### config.mk
export PLATFORM = sky130hd
export DESIGN_NAME = scoreboard_ctl
export DESIGN_NICKNAME = d
export VERILOG_FILES = /design/src/rtl/sbc_pkg.sv /design/src/rtl/sbc_regstat.sv /design/src/rtl/sbc_unit_slot.sv /design/src/rtl/sbc_war_check.sv /design/src/rtl/scoreboard_ctl.sv
export SDC_FILE = /design/constraint.sdc
export NUM_CORES = 1
export LEC_CHECK = 0
export ABC_CLOCK_PERIOD_IN_PS = 5900
export BUFFER_PORTS_ARGS = -buffer_cell sky130_fd_sc_hd__buf_4
export CAP_MARGIN = 10
export CELL_PAD_IN_SITES_DETAIL_PLACEMENT = 1
export CELL_PAD_IN_SITES_GLOBAL_PLACEMENT = 1
export CORE_MARGIN = 10
export CORE_UTILIZATION = 40
export CTS_BUF_LIST = sky130_fd_sc_hd__clkbuf_8 sky130_fd_sc_hd__clkbuf_16
export DETAILED_ROUTE_END_ITERATION = 16
export PLACE_DENSITY_LB_ADDON = 0.08
export SYNTH_ARGS = -nofsm -noshare
export SYNTH_HDL_FRONTEND = slang
export SYNTH_HIERARCHICAL = 1
export SYNTH_SLANG_ARGS = --single-unit
### constraint.sdc
create_clock -name clk -period 5.9 [get_ports clk]
set_clock_uncertainty 0.2 [all_clocks]
set_input_delay 1.475 -clock clk [delete_from_list [all_inputs] [get_ports clk]]
set_output_delay 1.475 -clock clk [all_outputs]
set_load 0.03 [all_outputs]
### src/rtl/sbc_pkg.sv
package sbc_pkg;
  localparam int NUM_UNITS = 4;
  localparam int TAG_W = $clog2(NUM_UNITS + 1);

  typedef enum logic [1:0] {
    ST_IDLE     = 2'd0,
    ST_WAIT_OPS = 2'd1,
    ST_EXEC     = 2'd2,
    ST_WAIT_WB  = 2'd3
  } stage_e;

  // latency of unit u (class index) from the four top-level parameters
  function automatic int pick_latency(input int u, input int li, input int la,
                                      input int lm, input int ld);
    case (u)
      0:       return li;
      1:       return la;
      2:       return lm;
      default: return ld;
    endcase
  endfunction

  function automatic int max4(input int a, input int b, input int c, input int d);
    int m;
    m = a;
    if (b > m) m = b;
    if (c > m) m = c;
    if (d > m) m = d;
    return m;
  endfunction

  // tag of the unit in class slot u; tag 0 means "no producer"
  function automatic logic [TAG_W-1:0] unit_tag(input int u);
    return TAG_W'(u + 1);
  endfunction

  // true when producer tag q belongs to a unit writing back this cycle
  function automatic logic tag_done(input logic [TAG_W-1:0] q,
                                    input logic [NUM_UNITS-1:0] wb_mask);
    logic hit;
    hit = 1'b0;
    for (int i = 0; i < NUM_UNITS; i++)
      if (wb_mask[i] && (q == unit_tag(i))) hit = 1'b1;
    return hit;
  endfunction
endpackage

### src/rtl/sbc_regstat.sv
module sbc_regstat
  import sbc_pkg::*;
#(
  parameter int NUM_REGS = 32,
  parameter int REG_W = $clog2(NUM_REGS)
) (
  input  logic                                clk,
  input  logic                                rst_n,
  input  logic                                set_en,
  input  logic [REG_W-1:0]                    set_reg,
  input  logic [TAG_W-1:0]                    set_tag,
  input  logic [NUM_UNITS-1:0]                clr_mask,
  input  logic [NUM_UNITS-1:0][REG_W-1:0]     clr_reg,
  input  logic [REG_W-1:0]                    look_dst,
  input  logic [REG_W-1:0]                    look_s1,
  input  logic [REG_W-1:0]                    look_s2,
  output logic [TAG_W-1:0]                    own_dst,
  output logic [TAG_W-1:0]                    own_s1,
  output logic [TAG_W-1:0]                    own_s2
);
  logic [TAG_W-1:0] owner [NUM_REGS];

  for (genvar r = 0; r < NUM_REGS; r++) begin : g_reg
    logic clr_hit;
    always_comb begin
      clr_hit = 1'b0;
      for (int u = 0; u < NUM_UNITS; u++)
        if (clr_mask[u] && (clr_reg[u] == REG_W'(r))) clr_hit = 1'b1;
    end

    always_ff @(posedge clk) begin
      if (!rst_n)                                  owner[r] <= '0;
      else if (set_en && (set_reg == REG_W'(r)))   owner[r] <= set_tag;
      else if (clr_hit)                            owner[r] <= '0;
    end
  end

  assign own_dst = owner[look_dst];
  assign own_s1  = owner[look_s1];
  assign own_s2  = owner[look_s2];

  // a new writer is only ever recorded over an empty entry (WAW guard)
  p_single_writer_r3: assert property (@(posedge clk) disable iff (!rst_n)
    set_en |-> (owner[set_reg] == '0));

  // a write-back always clears an entry that this unit owns
  for (genvar u = 0; u < NUM_UNITS; u++) begin : g_clr_chk
    p_clear_owner_r3: assert property (@(posedge clk) disable iff (!rst_n)
      clr_mask[u] |-> (owner[clr_reg[u]] == unit_tag(u)));
  end
endmodule

### src/rtl/sbc_unit_slot.sv
module sbc_unit_slot
  import sbc_pkg::*;
#(
  parameter int REG_W = 5,
  parameter int LAT = 4,
  parameter int CNT_W = 5
) (
  input  logic                 clk,
  input  logic                 rst_n,
  input  logic                 issue_hit,
  input  logic [REG_W-1:0]     iss_dst,
  input  logic [REG_W-1:0]     iss_src1,
  input  logic [REG_W-1:0]     iss_src2,
  input  logic [TAG_W-1:0]     iss_q1,
  input  logic [TAG_W-1:0]     iss_q2,
  input  logic [NUM_UNITS-1:0] wb_mask,
  input  logic                 war_block,
  output logic                 busy,
  output logic                 rd_grant,
  output logic                 wb_grant,
  output logic [REG_W-1:0]     ent_fi,
  output logic [REG_W-1:0]     ent_fj,
  output logic [REG_W-1:0]     ent_fk,
  output logic                 ent_rj,
  output logic                 ent_rk
);
  stage_e            state;
  logic [TAG_W-1:0]  qj, qk;
  logic [CNT_W-1:0]  cnt;
  logic              init_rj, init_rk;
  logic              bcast_j, bcast_k;

  // a source is ready at issue if nobody owns it or its owner writes back now
  assign init_rj = (iss_q1 == '0) || tag_done(iss_q1, wb_mask);
  assign init_rk = (iss_q2 == '0) || tag_done(iss_q2, wb_mask);
  assign bcast_j = !ent_rj && tag_done(qj, wb_mask);
  assign bcast_k = !ent_rk && tag_done(qk, wb_mask);

  assign busy     = (state != ST_IDLE);
  assign rd_grant = (state == ST_WAIT_OPS) && ent_rj && ent_rk;
  assign wb_grant = (state == ST_WAIT_WB) && !war_block;

  always_ff @(posedge clk) begin
    if (!rst_n) begin
      state  <= ST_IDLE;
      ent_fi <= '0;
      ent_fj <= '0;
      ent_fk <= '0;
      qj     <= '0;
      qk     <= '0;
      ent_rj <= 1'b0;
      ent_rk <= 1'b0;
      cnt    <= '0;
    end else begin
      case (state)
        ST_IDLE: begin
          if (issue_hit) begin
            ent_fi <= iss_dst;
            ent_fj <= iss_src1;
            ent_fk <= iss_src2;
            qj     <= init_rj ? '0 : iss_q1;
            qk     <= init_rk ? '0 : iss_q2;
            ent_rj <= init_rj;
            ent_rk <= init_rk;
            state  <= ST_WAIT_OPS;
          end
        end
        ST_WAIT_OPS: begin
          if (rd_grant) begin
            ent_rj <= 1'b0;
            ent_rk <= 1'b0;
            cnt    <= CNT_W'(LAT - 1);
            state  <= ST_EXEC;
          end else begin
            if (bcast_j) begin ent_rj <= 1'b1; qj <= '0; end
            if (bcast_k) begin ent_rk <= 1'b1; qk <= '0; end
          end
        end
        ST_EXEC: begin
          if (cnt == '0) state <= ST_WAIT_WB;
          else           cnt   <= cnt - CNT_W'(1);
        end
        default: begin
          if (wb_grant) state <= ST_IDLE;
        end
      endcase
    end
  end

  p_issue_idle_r2: assert property (@(posedge clk) disable iff (!rst_n)
    issue_hit |-> (state == ST_IDLE));

  p_read_once_r4: assert property (@(posedge clk) disable iff (!rst_n)
    rd_grant |=> (state == ST_EXEC) && !rd_grant);

  p_exec_done_r6: assert property (@(posedge clk) disable iff (!rst_n)
    ((state == ST_WAIT_WB) && ($past(state) == ST_EXEC)) |-> ($past(cnt) == '0));

  p_wb_frees_r2: assert property (@(posedge clk) disable iff (!rst_n)
    wb_grant |=> (state == ST_IDLE));
endmodule

### src/rtl/sbc_war_check.sv
module sbc_war_check
  import sbc_pkg::*;
#(
  parameter int REG_W = 5
) (
  input  logic [NUM_UNITS-1:0][REG_W-1:0] fi,
  input  logic [NUM_UNITS-1:0][REG_W-1:0] fj,
  input  logic [NUM_UNITS-1:0][REG_W-1:0] fk,
  input  logic [NUM_UNITS-1:0]            rj,
  input  logic [NUM_UNITS-1:0]            rk,
  output logic [NUM_UNITS-1:0]            war_block
);
  // does a waiting reader still need the old value of register d
  function automatic logic needs_old(input logic [REG_W-1:0] d,
                                     input logic [REG_W-1:0] sj, input logic okj,
                                     input logic [REG_W-1:0] sk, input logic okk);
    return (okj && (sj == d)) || (okk && (sk == d));
  endfunction

  for (genvar f = 0; f < NUM_UNITS; f++) begin : g_writer
    always_comb begin
      war_block[f] = 1'b0;
      for (int g = 0; g < NUM_UNITS; g++)
        if (g != f && needs_old(fi[f], fj[g], rj[g], fk[g], rk[g]))
          war_block[f] = 1'b1;
    end
  end
endmodule

### src/rtl/scoreboard_ctl.sv
module scoreboard_ctl
  import sbc_pkg::*;
#(
  parameter int NUM_REGS = 32,
  parameter int REG_W = $clog2(NUM_REGS),
  parameter int LAT_INT = 1,
  parameter int LAT_ADD = 4,
  parameter int LAT_MUL = 7,
  parameter int LAT_DIV = 20
) (
  input  logic                 clk,
  input  logic                 rst_n,
  input  logic                 instr_valid,
  input  logic [1:0]           instr_class,
  input  logic [REG_W-1:0]     instr_dst,
  input  logic [REG_W-1:0]     instr_src1,
  input  logic [REG_W-1:0]     instr_src2,
  output logic                 issue_stall,
  output logic                 issue_fire,
  output logic [NUM_UNITS-1:0] rd_grant,
  output logic [NUM_UNITS-1:0] wb_grant
);
  localparam int MAX_LAT = max4(LAT_INT, LAT_ADD, LAT_MUL, LAT_DIV);
  localparam int CNT_W = $clog2(MAX_LAT + 1);

  logic [NUM_UNITS-1:0]            slot_busy, slot_rj, slot_rk, war_blk, hit;
  logic [NUM_UNITS-1:0][REG_W-1:0] slot_fi, slot_fj, slot_fk;
  logic [TAG_W-1:0]                own_dst, own_s1, own_s2;
  logic                            unit_taken, dst_pending;

  // issue-stage checks: structural and WAW
  assign unit_taken  = slot_busy[instr_class];
  assign dst_pending = (own_dst != '0);
  assign issue_stall = instr_valid && (unit_taken || dst_pending);
  assign issue_fire  = instr_valid && !issue_stall;

  for (genvar u = 0; u < NUM_UNITS; u++) begin : g_unit
    localparam int LU = pick_latency(u, LAT_INT, LAT_ADD, LAT_MUL, LAT_DIV);

    assign hit[u] = issue_fire && (instr_class == 2'(u));

    sbc_unit_slot #(.REG_W(REG_W), .LAT(LU), .CNT_W(CNT_W)) u_slot (
      .clk       (clk),
      .rst_n     (rst_n),
      .issue_hit (hit[u]),
      .iss_dst   (instr_dst),
      .iss_src1  (instr_src1),
      .iss_src2  (instr_src2),
      .iss_q1    (own_s1),
      .iss_q2    (own_s2),
      .wb_mask   (wb_grant),
      .war_block (war_blk[u]),
      .busy      (slot_busy[u]),
      .rd_grant  (rd_grant[u]),
      .wb_grant  (wb_grant[u]),
      .ent_fi    (slot_fi[u]),
      .ent_fj    (slot_fj[u]),
      .ent_fk    (slot_fk[u]),
      .ent_rj    (slot_rj[u]),
      .ent_rk    (slot_rk[u])
    );
  end

  sbc_regstat #(.NUM_REGS(NUM_REGS), .REG_W(REG_W)) u_regstat (
    .clk      (clk),
    .rst_n    (rst_n),
    .set_en   (issue_fire),
    .set_reg  (instr_dst),
    .set_tag  (TAG_W'(instr_class) + TAG_W'(1)),
    .clr_mask (wb_grant),
    .clr_reg  (slot_fi),
    .look_dst (instr_dst),
    .look_s1  (instr_src1),
    .look_s2  (instr_src2),
    .own_dst  (own_dst),
    .own_s1   (own_s1),
    .own_s2   (own_s2)
  );

  sbc_war_check #(.REG_W(REG_W)) u_war (
    .fi        (slot_fi),
    .fj        (slot_fj),
    .fk        (slot_fk),
    .rj        (slot_rj),
    .rk        (slot_rk),
    .war_block (war_blk)
  );

  // an issued instruction occupies its unit from the next cycle on
  p_issue_occupies_r9: assert property (@(posedge clk) disable iff (!rst_n)
    issue_fire |=> slot_busy[$past(instr_class)]);

  // no result lands in a register that a reader granted in the same cycle reads
  for (genvar f = 0; f < NUM_UNITS; f++) begin : g_war_f
    for (genvar g = 0; g < NUM_UNITS; g++) begin : g_war_g
      if (f != g) begin : g_pair
        p_war_order_r7: assert property (@(posedge clk) disable iff (!rst_n)
          (wb_grant[f] && rd_grant[g]) |->
            ((slot_fj[g] != slot_fi[f]) && (slot_fk[g] != slot_fi[f])));
      end
    end
  end
endmodule

==> flow_metrics.tcl <==
set metrics [dict create \
    cts_resized 0 \
    drc 0 \
    async_flop_share 0 \
    gp_congestion 0.926 \
    grt.total_usage 0.238 \
    p_seq_frac 0.374 \
    status "finished clean" \
    crit_arrival_ns 4.10 \
    ant_nets 0 \
    numCtsBuffers 27 \
    finalWirelength_um 56900 \
    p_per_area_nw_per_um2 294 \
    crit_path_start "instr_dst[1]" \
    die_area_um2 46400 \
    switchingPower_w 0.00169 \
    finalNetCount 1596 \
    grt_overflow 0 \
    die_h_um 215 \
    clock-sinks 216 \
    r2r_slack_ns 1.64 \
    critical_path.max_fanout 26 \
    final.min_clock_period_ns 5.77 \
    h-tree-depth 1 \
    placed_cell_area_um2 15900 \
    worstSetupEndpoint "issue_fire" \
    pwr-share-comb 0.292 \
    wire_per_inst_um 27.4 \
    min_path_type "flip-flop to flip-flop" \
    ys_ff_latch 216 \
    rsz0062_at_grt "no" \
    synth_edf_count 96 \
    vias_per_cell 6.19 \
    ioPinCount 30 \
    cp.required_ns 4.22 \
    syn-cell-area_um2 15300 \
    p_sw_frac 0.343 \
    clkTransAtPathRegs_ns 0.06 \
    pwr-share-clk 0.334 \
    grt_max_degree 49 \
    die_x_um 215 \
    worstSetupEndpointType "primary output" \
    cts_setup_buffers 0 \
    hpwl_um 40600 \
    leakage_nw 6.30 \
    cts.path.max_buffers 3 \
    initial_core_util 0.405 \
    setup_violations 0 \
    vias 12862 \
    reg2reg_to "u_regstat/owner[16][2]$_SDFFCE_PP0P_" \
    design.core.area_um2 37700 \
    hold_buffers 0 \
    drtPass1Iterations 5 \
    first_global_vias 13087 \
    cap_violations 0 \
    hold_viol_final 0 \
    drtIter0Drc 1042 \
    finalInstanceArea_um2 16800 \
    fp-row-count 71 \
    ys_seq_area_frac 0.346 \
    clk_latency_ns 0.56 \
    slew_violations 0 \
    antenna_found_initial 0 \
    rr_worst_depth 9 \
    timing.fmax_mhz 173 \
    worstSetupPathType "input pin to primary output" \
    synth_nets 1596 \
    p_int_w 0.00324 \
    n_antenna_cell 0 \
    ys_types 78 \
    syn-instance-count 1547 \
    peakVddDrop_mv 0.210 \
    r2r-start "u_regstat/owner[23][1]$_SDFFCE_PP0P_" \
    slew_headroom 0.352 \
    syn_to_final_growth_pct 10.1 \
    max_slew.worst_pin.slew_ns 0.967 \
    root_buffer "clkbuf_16" \
    ys_warn_count 6 \
    synth_flop_cell "dfxtp_1" \
    setup_tns_ns 0 \
    cts_tree "yes" \
    grt_pass1_wl_um 85600 \
    finalCritPeriodShare 0.979 \
    critPathLaunchType "input pin" \
    drive_above_1_share 0.168 \
    portBuffers 29 \
    postSynthAreaPerCell_um2 9.86 \
]
## cells in the mapped netlist, types with 9 or more instances
cell type	count	area [µm²]
nand2_1	172	646
dfxtp_1	120	2400
and2_1	99	619
xor2_1	98	858
edfxtp_1	96	2880
mux4_2	91	2050
nor2_1	79	297
a21oi_1	67	335
clkbuf_1	60	225
o22ai_1	58	363
inv_1	55	206
o21ai_0	50	250
mux2i_1	39	390
or3_1	33	206
nand3_1	30	150
ha_1	29	363
xnor2_1	29	254
nor4_1	26	163
nor3_1	19	95.1
nand2b_1	17	106
nand4b_1	16	140
a31oi_1	14	87.6
buf_6	14	158
mux2_2	14	158
nand4_1	14	87.6
and3_1	13	81.3
nor2b_1	12	75.1
or4bb_1	12	135
buf_2	11	55.1
a21boi_0	10	75.1
buf_4	9	67.6
## cell usage in the layout, fill, tap and decap left out, drive strengths merged, types with 14 or more instances in the layout
cell	synthesis	routed
nand3	31	31
a21oi	70	70
clkbuf	60	30
nand2	172	172
nand4	14	14
xor2	99	99
nand4b	16	16
nor3	19	19
xnor2	29	29
ha	29	29
nor2	79	79
or3	34	34
a31oi	14	14
nor4	27	27
o21ai	51	51
dfxtp	120	120
and2	99	99
o22ai	58	58
buf	40	71
edfxtp	96	96
mux4	91	91
nand2b	17	17
mux2i	40	40
inv	55	61
mux2	14	14
## critical path, cell delays in order
cell    delay (ns)
buf_6         0.29
mux4_2        0.57
mux4_2        0.51
mux2_2        0.28
or3_1         0.55
nor3_2        0.22
buf_4         0.20
## power by group through the flow
| stage | sequential (W) | clock (W) | combinational [W] |
|---|---|---|---|
| CTS | 0.00184 | 0.00168 | 0.00144 |
| global placement | 0.00187 | 0 | 0.00140 |
| detailed placement | 0.00187 | 0 | 0.00143 |
| finish | 0.00184 | 0.00165 | 0.00144 |
| global route | 0.00186 | 0.00174 | 0.00158 |
| floorplan | 0.00180 | 0 | 0.00107 |
## cells by family (layout without fill, tap and decap cells)
logic type | count (synthesis) | in the layout | share of synthesized area
mux | 145 | 145 | 0.172
compound gates | 279 | 279 | 0.121
buf+inv | 156 | 177 | 0.0484
simple gates | 594 | 594 | 0.215
fa+ha+maj | 29 | 29 | 0.0238
xor+xnor | 128 | 128 | 0.0740
flops | 216 | 216 | 0.346
## per-layer routing
layer / up-vias / wire (µm) / GRT usage
li1: 5729 / - / -
met4: 0 / 1640 / 0.0749
met3: 101 / 3730 / 0.0379
met5: - / 0 / 0
met2: 446 / 26700 / 0.387
met1: 6586 / 24800 / 0.318
## worst min-delay path by stage
stage	from	to	cells past startpoint
floorplan	g_unit[1].u_slot/qj[0]$_SDFFE_PN0P_	g_unit[1].u_slot/qj[0]$_SDFFE_PN0P_	2
global placement	g_unit[1].u_slot/qj[0]$_SDFFE_PN0P_	g_unit[1].u_slot/qj[0]$_SDFFE_PN0P_	2
detailed placement	g_unit[1].u_slot/qj[0]$_SDFFE_PN0P_	g_unit[1].u_slot/qj[0]$_SDFFE_PN0P_	2
CTS	g_unit[3].u_slot/qj[0]$_SDFFE_PN0P_	g_unit[3].u_slot/qj[0]$_SDFFE_PN0P_	2
global route	g_unit[3].u_slot/qj[0]$_SDFFE_PN0P_	g_unit[3].u_slot/qj[0]$_SDFFE_PN0P_	2
finish	g_unit[3].u_slot/qj[0]$_SDFFE_PN0P_	g_unit[3].u_slot/qj[0]$_SDFFE_PN0P_	2
## sequential cells by signal, summed over array words and instances, names as in the netlist, 8 cells and up
register and flops:
g_unit.u_slot/ent_fj 20, g_unit.u_slot/qk 12, u_regstat/owner 96, g_unit.u_slot/ent_fk 20, g_unit.u_slot/cnt 20, g_unit.u_slot/state 8
g_unit.u_slot/ent_fi 20, g_unit.u_slot/qj 12
## layout make-up
type,count,area [µm²]
inverters,56,210
multi-input cells,1175,9250
clock inverters,20,155
flip-flops and latches,216,5290
clock buffers,30,717
repair buffers,71,537
fillers,4249,20900
well taps,511,639
## stage by stage
step | cells | utilization | hold slack [ns] | power, W | worst slack, ns
2_1_floorplan | 1547 | - | 0.244 | 0.00288 | 0.0605
3_3_place_gp | 2029 | 0.423 | 0.259 | 0.00326 | 0.0600
3_5_place_dp | 2029 | 0.423 | 0.269 | 0.00330 | 0.0123
4_1_cts | 2079 | 0.446 | 0.281 | 0.00496 | 0.00474
5_1_grt | 2079 | 0.446 | 0.314 | 0.00518 | 0.0669
6_report | 2079 | 0.446 | 0.281 | 0.00493 | 0.127
Power figures use the tool's default switching activity.
